==> src/rtl/cdfe_pkg.sv <==
package cdfe_pkg;
  // decision pair: bit set means the rail was negative (-1)
  typedef struct packed {
    logic neg_i;
    logic neg_q;
  } dec_pair_t;
endpackage

==> src/rtl/cdfe_dec_hist.sv <==
module cdfe_dec_hist #(
  parameter int NTAPS = 15
) (
  input  logic                  clk,
  input  logic                  rst,
  input  logic                  shift_en,
  input  cdfe_pkg::dec_pair_t   din,
  output logic [NTAPS-1:0]      hist_i,
  output logic [NTAPS-1:0]      hist_q
);
  // bit 0 holds the newest decision
  always_ff @(posedge clk) begin
    if (rst) begin
      hist_i <= '0;
      hist_q <= '0;
    end else if (shift_en) begin
      hist_i <= {hist_i[NTAPS-2:0], din.neg_i};
      hist_q <= {hist_q[NTAPS-2:0], din.neg_q};
    end
  end
endmodule

==> src/rtl/cdfe_fb_sum.sv <==
module cdfe_fb_sum #(
  parameter int NTAPS = 15,
  parameter int CW    = 8,
  parameter int SUMW  = 14
) (
  input  logic [NTAPS*CW-1:0]    coef_i,
  input  logic [NTAPS*CW-1:0]    coef_q,
  input  logic [NTAPS-1:0]       hist_i,
  input  logic [NTAPS-1:0]       hist_q,
  output logic signed [SUMW-1:0] fb_i,
  output logic signed [SUMW-1:0] fb_q
);
  localparam int TW = CW + 2;

  logic signed [TW-1:0] term_re [NTAPS];
  logic signed [TW-1:0] term_im [NTAPS];

  for (genvar k = 0; k < NTAPS; k++) begin : g_term
    logic signed [TW-1:0] a, b;
    assign a = {{2{coef_i[k*CW+CW-1]}}, coef_i[k*CW +: CW]};
    assign b = {{2{coef_q[k*CW+CW-1]}}, coef_q[k*CW +: CW]};
    // real: a*di - b*dq ; imag: a*dq + b*di
    assign term_re[k] = (hist_i[k] ? -a : a) + (hist_q[k] ? b : -b);
    assign term_im[k] = (hist_q[k] ? -a : a) + (hist_i[k] ? -b : b);
  end

  always_comb begin
    fb_i = '0;
    fb_q = '0;
    for (int k = 0; k < NTAPS; k++) begin
      fb_i = fb_i + {{(SUMW-TW){term_re[k][TW-1]}}, term_re[k]};
      fb_q = fb_q + {{(SUMW-TW){term_im[k][TW-1]}}, term_im[k]};
    end
  end
endmodule

==> src/rtl/cdfe_slicer.sv <==
module cdfe_slicer #(
  parameter int DW    = 8,
  parameter int SUMW  = 14,
  parameter int LEVEL = 64,
  localparam int EW   = DW + 1
) (
  input  logic signed [DW-1:0]   x,
  input  logic signed [SUMW-1:0] fb,
  output logic signed [DW-1:0]   y,
  output logic                   dec,
  output logic signed [EW-1:0]   err
);
  localparam int DFW = SUMW + 1;
  localparam logic signed [DFW-1:0] YMAX = DFW'(2**(DW-1) - 1);
  localparam logic signed [DFW-1:0] YMIN = -YMAX - DFW'(1);
  localparam logic signed [EW-1:0]  LV   = EW'(LEVEL);

  logic signed [DFW-1:0] x_ext, fb_ext, diff;
  logic signed [EW-1:0]  y_ext;

  always_comb begin
    x_ext  = {{(DFW-DW){x[DW-1]}}, x};
    fb_ext = {fb[SUMW-1], fb};
    diff   = x_ext - fb_ext;
    if (diff > YMAX)      y = YMAX[DW-1:0];
    else if (diff < YMIN) y = YMIN[DW-1:0];
    else                  y = diff[DW-1:0];
    dec   = y[DW-1];
    y_ext = {y[DW-1], y};
    err   = dec ? (y_ext + LV) : (y_ext - LV);
  end
endmodule

==> src/rtl/cdfe_tap_bank.sv <==
module cdfe_tap_bank #(
  parameter int NTAPS = 15,
  parameter int CW    = 8,
  parameter int STEPW = 4,
  parameter int AW    = 4
) (
  input  logic                 clk,
  input  logic                 rst,
  input  logic                 wr_en,
  input  logic [AW-1:0]        wr_addr,
  input  logic signed [CW-1:0] wr_i,
  input  logic signed [CW-1:0] wr_q,
  input  logic                 upd_en,
  input  logic [STEPW-1:0]     step,
  input  logic                 err_neg_i,
  input  logic                 err_neg_q,
  input  logic [NTAPS-1:0]     hist_i,
  input  logic [NTAPS-1:0]     hist_q,
  output logic [NTAPS*CW-1:0]  coef_i,
  output logic [NTAPS*CW-1:0]  coef_q
);
  localparam int UW = CW + 2;
  localparam logic signed [UW-1:0] CMAX = UW'(2**(CW-1) - 1);
  localparam logic signed [UW-1:0] CMIN = -CMAX - UW'(1);

  logic signed [UW-1:0] stp;
  assign stp = {{(UW-STEPW){1'b0}}, step};

  function automatic logic signed [CW-1:0] clip(input logic signed [UW-1:0] v);
    if (v > CMAX)      return CMAX[CW-1:0];
    else if (v < CMIN) return CMIN[CW-1:0];
    else               return v[CW-1:0];
  endfunction

  for (genvar k = 0; k < NTAPS; k++) begin : g_tap
    logic signed [CW-1:0] ci, cq;
    logic signed [UW-1:0] ui, uq, ni, nq;
    logic                 hit;

    assign hit = wr_en && (wr_addr == AW'(k));

    always_comb begin
      // sign(e) * conj(d): equal sign bits mean a positive product
      ui = ((err_neg_i == hist_i[k]) ? stp : -stp)
         + ((err_neg_q == hist_q[k]) ? stp : -stp);
      uq = ((err_neg_q == hist_i[k]) ? stp : -stp)
         + ((err_neg_i == hist_q[k]) ? -stp : stp);
      ni = {{2{ci[CW-1]}}, ci} + ui;
      nq = {{2{cq[CW-1]}}, cq} + uq;
    end

    always_ff @(posedge clk) begin
      if (rst) begin
        ci <= '0;
        cq <= '0;
      end else if (hit) begin
        ci <= wr_i;
        cq <= wr_q;
      end else if (upd_en) begin
        ci <= clip(ni);
        cq <= clip(nq);
      end
    end

    assign coef_i[k*CW +: CW] = ci;
    assign coef_q[k*CW +: CW] = cq;
  end
endmodule

==> src/rtl/cdfe_feedback_eq.sv <==
module cdfe_feedback_eq #(
  parameter int DW        = 8,
  parameter int CW        = 8,
  parameter int NTAPS     = 15,
  parameter int STEPW     = 4,
  parameter int DEC_LEVEL = 64,
  localparam int AW       = $clog2(NTAPS),
  localparam int EW       = DW + 1
) (
  input  logic                 clk,
  input  logic                 rst,
  input  logic                 in_valid,
  input  logic signed [DW-1:0] in_i,
  input  logic signed [DW-1:0] in_q,
  input  logic                 coef_we,
  input  logic [AW-1:0]        coef_addr,
  input  logic signed [CW-1:0] coef_wr_i,
  input  logic signed [CW-1:0] coef_wr_q,
  input  logic                 adapt_en,
  input  logic [STEPW-1:0]     step,
  output logic                 out_valid,
  output logic signed [DW-1:0] out_eq_i,
  output logic signed [DW-1:0] out_eq_q,
  output logic                 out_dec_i,
  output logic                 out_dec_q,
  output logic signed [EW-1:0] out_err_i,
  output logic signed [EW-1:0] out_err_q
);
  localparam int SUMW = CW + 1 + $clog2(2 * NTAPS);

  logic [NTAPS-1:0]      hist_i_w, hist_q_w;
  logic [NTAPS*CW-1:0]   coef_i_w, coef_q_w;
  logic signed [SUMW-1:0] fb_i, fb_q;
  logic signed [DW-1:0]  y_i, y_q;
  logic                  dec_i, dec_q;
  logic signed [EW-1:0]  e_i, e_q;
  cdfe_pkg::dec_pair_t   dec_now;

  cdfe_fb_sum #(.NTAPS(NTAPS), .CW(CW), .SUMW(SUMW)) u_fb (
    .coef_i(coef_i_w), .coef_q(coef_q_w),
    .hist_i(hist_i_w), .hist_q(hist_q_w),
    .fb_i(fb_i), .fb_q(fb_q)
  );

  cdfe_slicer #(.DW(DW), .SUMW(SUMW), .LEVEL(DEC_LEVEL)) u_sl_i (
    .x(in_i), .fb(fb_i), .y(y_i), .dec(dec_i), .err(e_i)
  );

  cdfe_slicer #(.DW(DW), .SUMW(SUMW), .LEVEL(DEC_LEVEL)) u_sl_q (
    .x(in_q), .fb(fb_q), .y(y_q), .dec(dec_q), .err(e_q)
  );

  assign dec_now = '{neg_i: dec_i, neg_q: dec_q};

  cdfe_dec_hist #(.NTAPS(NTAPS)) u_hist (
    .clk(clk), .rst(rst), .shift_en(in_valid), .din(dec_now),
    .hist_i(hist_i_w), .hist_q(hist_q_w)
  );

  cdfe_tap_bank #(.NTAPS(NTAPS), .CW(CW), .STEPW(STEPW), .AW(AW)) u_taps (
    .clk(clk), .rst(rst),
    .wr_en(coef_we), .wr_addr(coef_addr), .wr_i(coef_wr_i), .wr_q(coef_wr_q),
    .upd_en(in_valid && adapt_en), .step(step),
    .err_neg_i(e_i[EW-1]), .err_neg_q(e_q[EW-1]),
    .hist_i(hist_i_w), .hist_q(hist_q_w),
    .coef_i(coef_i_w), .coef_q(coef_q_w)
  );

  // stage 1: capture of the slicer result
  logic                 v1;
  logic signed [DW-1:0] y1_i, y1_q;
  logic                 d1_i, d1_q;
  logic signed [EW-1:0] e1_i, e1_q;

  always_ff @(posedge clk) begin
    if (rst) begin
      v1   <= 1'b0;
      y1_i <= '0;
      y1_q <= '0;
      d1_i <= 1'b0;
      d1_q <= 1'b0;
      e1_i <= '0;
      e1_q <= '0;
    end else begin
      v1 <= in_valid;
      if (in_valid) begin
        y1_i <= y_i;
        y1_q <= y_q;
        d1_i <= dec_i;
        d1_q <= dec_q;
        e1_i <= e_i;
        e1_q <= e_q;
      end
    end
  end

  // stage 2: output register
  always_ff @(posedge clk) begin
    if (rst) begin
      out_valid <= 1'b0;
      out_eq_i  <= '0;
      out_eq_q  <= '0;
      out_dec_i <= 1'b0;
      out_dec_q <= 1'b0;
      out_err_i <= '0;
      out_err_q <= '0;
    end else begin
      out_valid <= v1;
      if (v1) begin
        out_eq_i  <= y1_i;
        out_eq_q  <= y1_q;
        out_dec_i <= d1_i;
        out_dec_q <= d1_q;
        out_err_i <= e1_i;
        out_err_q <= e1_q;
      end
    end
  end
endmodule

==> config.mk <==
export PLATFORM = sky130hd
export DESIGN_NAME = cdfe_feedback_eq
export DESIGN_NICKNAME = d
export VERILOG_FILES = /design/src/rtl/cdfe_pkg.sv /design/src/rtl/cdfe_dec_hist.sv /design/src/rtl/cdfe_fb_sum.sv /design/src/rtl/cdfe_slicer.sv /design/src/rtl/cdfe_tap_bank.sv /design/src/rtl/cdfe_feedback_eq.sv
export SDC_FILE = /design/constraint.sdc
export NUM_CORES = 2
export LEC_CHECK = 0
export ABC_CLOCK_PERIOD_IN_PS = 16800
export CORE_ASPECT_RATIO = 1.25
export CORE_MARGIN = 4
export CORE_UTILIZATION = 35
export DETAILED_ROUTE_END_ITERATION = 8
export DONT_BUFFER_PORTS = 1
export PLACE_DENSITY = 0.59
export SYNTH_ARGS = -nofsm -noshare
export SYNTH_HDL_FRONTEND = slang
export SYNTH_HIERARCHICAL = 1
export SYNTH_SLANG_ARGS = --single-unit
==> constraint.sdc <==
create_clock -name clk -period 16.8 [get_ports clk]
set_clock_uncertainty 0.15 [all_clocks]
set_input_delay 0.84 -clock clk [delete_from_list [all_inputs] [get_ports clk]]
set_output_delay 0.84 -clock clk [all_outputs]
set_load 0.01 [all_outputs]
==> run metrics <==
Die Area 197400 sq um; Synth area leader fa_1; Clock Sinks 344; synthesized netlist net count roughly 9.5k; fin area 70390 sq um; Clock Pin Slew Worst Setup and Hold Paths roughly 0.06 ns; Achievable Freq 0.06599 GHz; PortBufs 0; drt pass-1 iters 6; largest net degree at the start of global routing 335; EDFF count, synth 0; R2R setup slack roughly 1.6 ns; post-DR vias/cell 5.565; slowest library cell on the worst path dfxtp_1; global placement routability congestion 0.9859; Distinct cells, synth 119; H-tree depth reported by CTS 2; Hold-fix buffers, CTS 0; via count 59.14k; total track usage 0.2255; total CTS buffers 46; Root Driver clkbuf_16; CP arrival 15.50 ns; initial core utilization 0.3528; vias in the first global route 57.84k; # setup viols final 0; num rows 178; R2R Path End u_taps/g_tap[8].ci[5]; Post-CTS Setup Bufs 0; CTS tree done; Setup TNS Final 0 ns; ys async rst share 0; status finished clean; clk buf depth 3; crit-path max FO 20; Die Y-Extent 495.8 um; DR WL/cell about 22 um; Resize count post-CTS 0; Final Hold Vio Count 0; Worst setup SP type flop; fin crit period approximately 15 ns; placed insts 10.54k; # IOs 82; worst r2r src u_hist/hist_i[14]; RSZ-0062 raised after global routing no; Rel. slew slack 0.1796; post-synthesis sequential area ratio 0.1034; CORE AREA 188900 sq um; antenna-violating nets left 0; Worst-Margin Slew 1.224 ns; Post-Syn Area 66630 sq um; Fill cells 19.56k; fin util 0.3727; Hold Crit Class in2reg; worst stage delay on the critical path roughly 0.91 ns; grt total ovfl 0; synthesized netlist cell count 8287; antenna violations before repair 6; number of remaining DRC errors 0; DP HPWL ~170000 um; FF+latch count, synth 344; WP data required about 17 ns; worst r2r path cells 45; final slew viol count 0; Top cell by count, worst path fa_1; synthesis warning total 6; hold_sp rst; crit end category flop; Synth top area share 0.1710; fin crit share 0.9020; die width 398.2 um; Synth Flop Type dfxtp_1; Area contributors post-synth fa_1, ha_1, dfxtp_1, xnor2_1, inv_1; layout cell share with drive strength beyond 1 0.05652; Hold EP out_err_i[5]; total wire length 229100 um; Starting DRT DRC Count 4381; first-pass GRT wire length 346900 um; worst skew pair latency about 0.65 ns; final cell count without fillers roughly 11k; Area Overhead vs Synth 5.641%; placed standard-cell area 68740 sq um; max cap viols 0; synthesized area per cell 8.040 sq um; CP startpoint u_hist/hist_i[14]; worst hold stages 1; critical path start-end classification reg2reg; NumNets Final 9319
## per-layer routing
metal	track usage	routed length (um)	vias up	share of wire
li1	-	-	27850	-
met2	0.3943	110700	1887	0.48
met3	0.03494	14280	470	0.062
met5	0	51	-	0.00022
met1	0.2685	90960	28920	0.40
met4	0.1117	13040	8	0.057
## kinds of logic after synthesis
group / count (synthesis) / synth area share
AO/OA/AOI/OAI: 1900 / 0.1923
XOR/XNOR: 1037 / 0.1438
adder cells (fa/ha/maj): 1208 / 0.2910
buffers and inverters: 1138 / 0.06845
flip-flops: 344 / 0.1034
multiplexers: 174 / 0.02736
AND/OR/NAND/NOR: 2486 / 0.1737
## worst max-delay path by stage
stage                     cells past startpoint               endpoint  slack, ns
after floorplan                              48  u_taps/g_tap[6].cq[1]       3.18
after global placement                       47  u_taps/g_tap[8].ci[6]       2.02
after detailed placement                     48  u_taps/g_tap[8].ci[6]       1.88
after CTS                                    48  u_taps/g_tap[8].ci[6]       1.81
after global routing                         44  u_taps/g_tap[8].ci[4]       0.68
final                                        45  u_taps/g_tap[8].ci[5]       1.65
## metrics by stage
step	worst slack (ns)	hold WS (ns)
final	1.647	0.1414
after global routing	0.6764	0.1108
after CTS	1.808	0.1148
after detailed placement	1.884	0.3340
after global placement	2.020	0.3233
after floorplan	3.175	0.3101
## critical path, delay by kind of cell (launching register included)
family                     cells  cell delay [ns]
muxes                          1             0.42
and+or+nand+nor                5             0.70
DFF                            1             0.91
xor gates and xnor gates       3             1.25
buffers and inverters          5             0.53
adders and majority gates     12             5.30
AOI/OAI and AO/OA             19             5.65
## cell usage after synthesis (123+ instances only)
library cell  number
a21oi_1          381
fa_1             569
nand2_1          790
inv_1            825
dfxtp_1          344
nand2b_1         160
a221oi_1         123
ha_1             639
xor2_1           238
clkbuf_1         242
nor3_1           133
o21ai_0          565
xnor2_1          763
nor2_1           813
## state kept, by name, summed over array words and instances, names as in the netlist, 9 cells and up
register         cells
u_taps/g_tap.ci    120
e1_i                 9
out_err_q            9
u_hist/hist_q       15
e1_q                 9
u_hist/hist_i       15
out_err_i            9
u_taps/g_tap.cq    120
## layout make-up
class                           instances  area (sq um)  share of cell area
Multi-Input combinational cell       6805         55250              0.7850
Clock buffer                           55          1226             0.01742
Antenna cell                            5         12.51           0.0001778
Timing Repair Buffer                   43         347.8            0.004942
Tap cell                             2520          3153             0.04480
Sequential cell                       344          6889             0.09788
Inverter                              826          3100             0.04405
Clock inverter                         30         406.6            0.005777
## cells in the final DEF (no fill, tap or decap), types with 90 or more instances in the layout
cell type / synthesis / final
a211oi_1: 99 / 99
a21o_1: 119 / 119
a21oi_1: 381 / 381
a221oi_1: 123 / 123
dfxtp_1: 344 / 342
fa_1: 569 / 569
ha_1: 639 / 638
inv_1: 825 / 825
mux2i_1: 109 / 109
nand2_1: 790 / 790
nand2b_1: 160 / 160
nand3_1: 117 / 117
nor2_1: 813 / 811
nor2b_1: 91 / 90
nor3_1: 133 / 129
o21ai_0: 565 / 565
or3_1: 95 / 95
xnor2_1: 763 / 763
xor2_1: 238 / 238
Power is not shown: default switching activity piles up to over one toggle a cycle in this logic, so the estimate is an artifact.
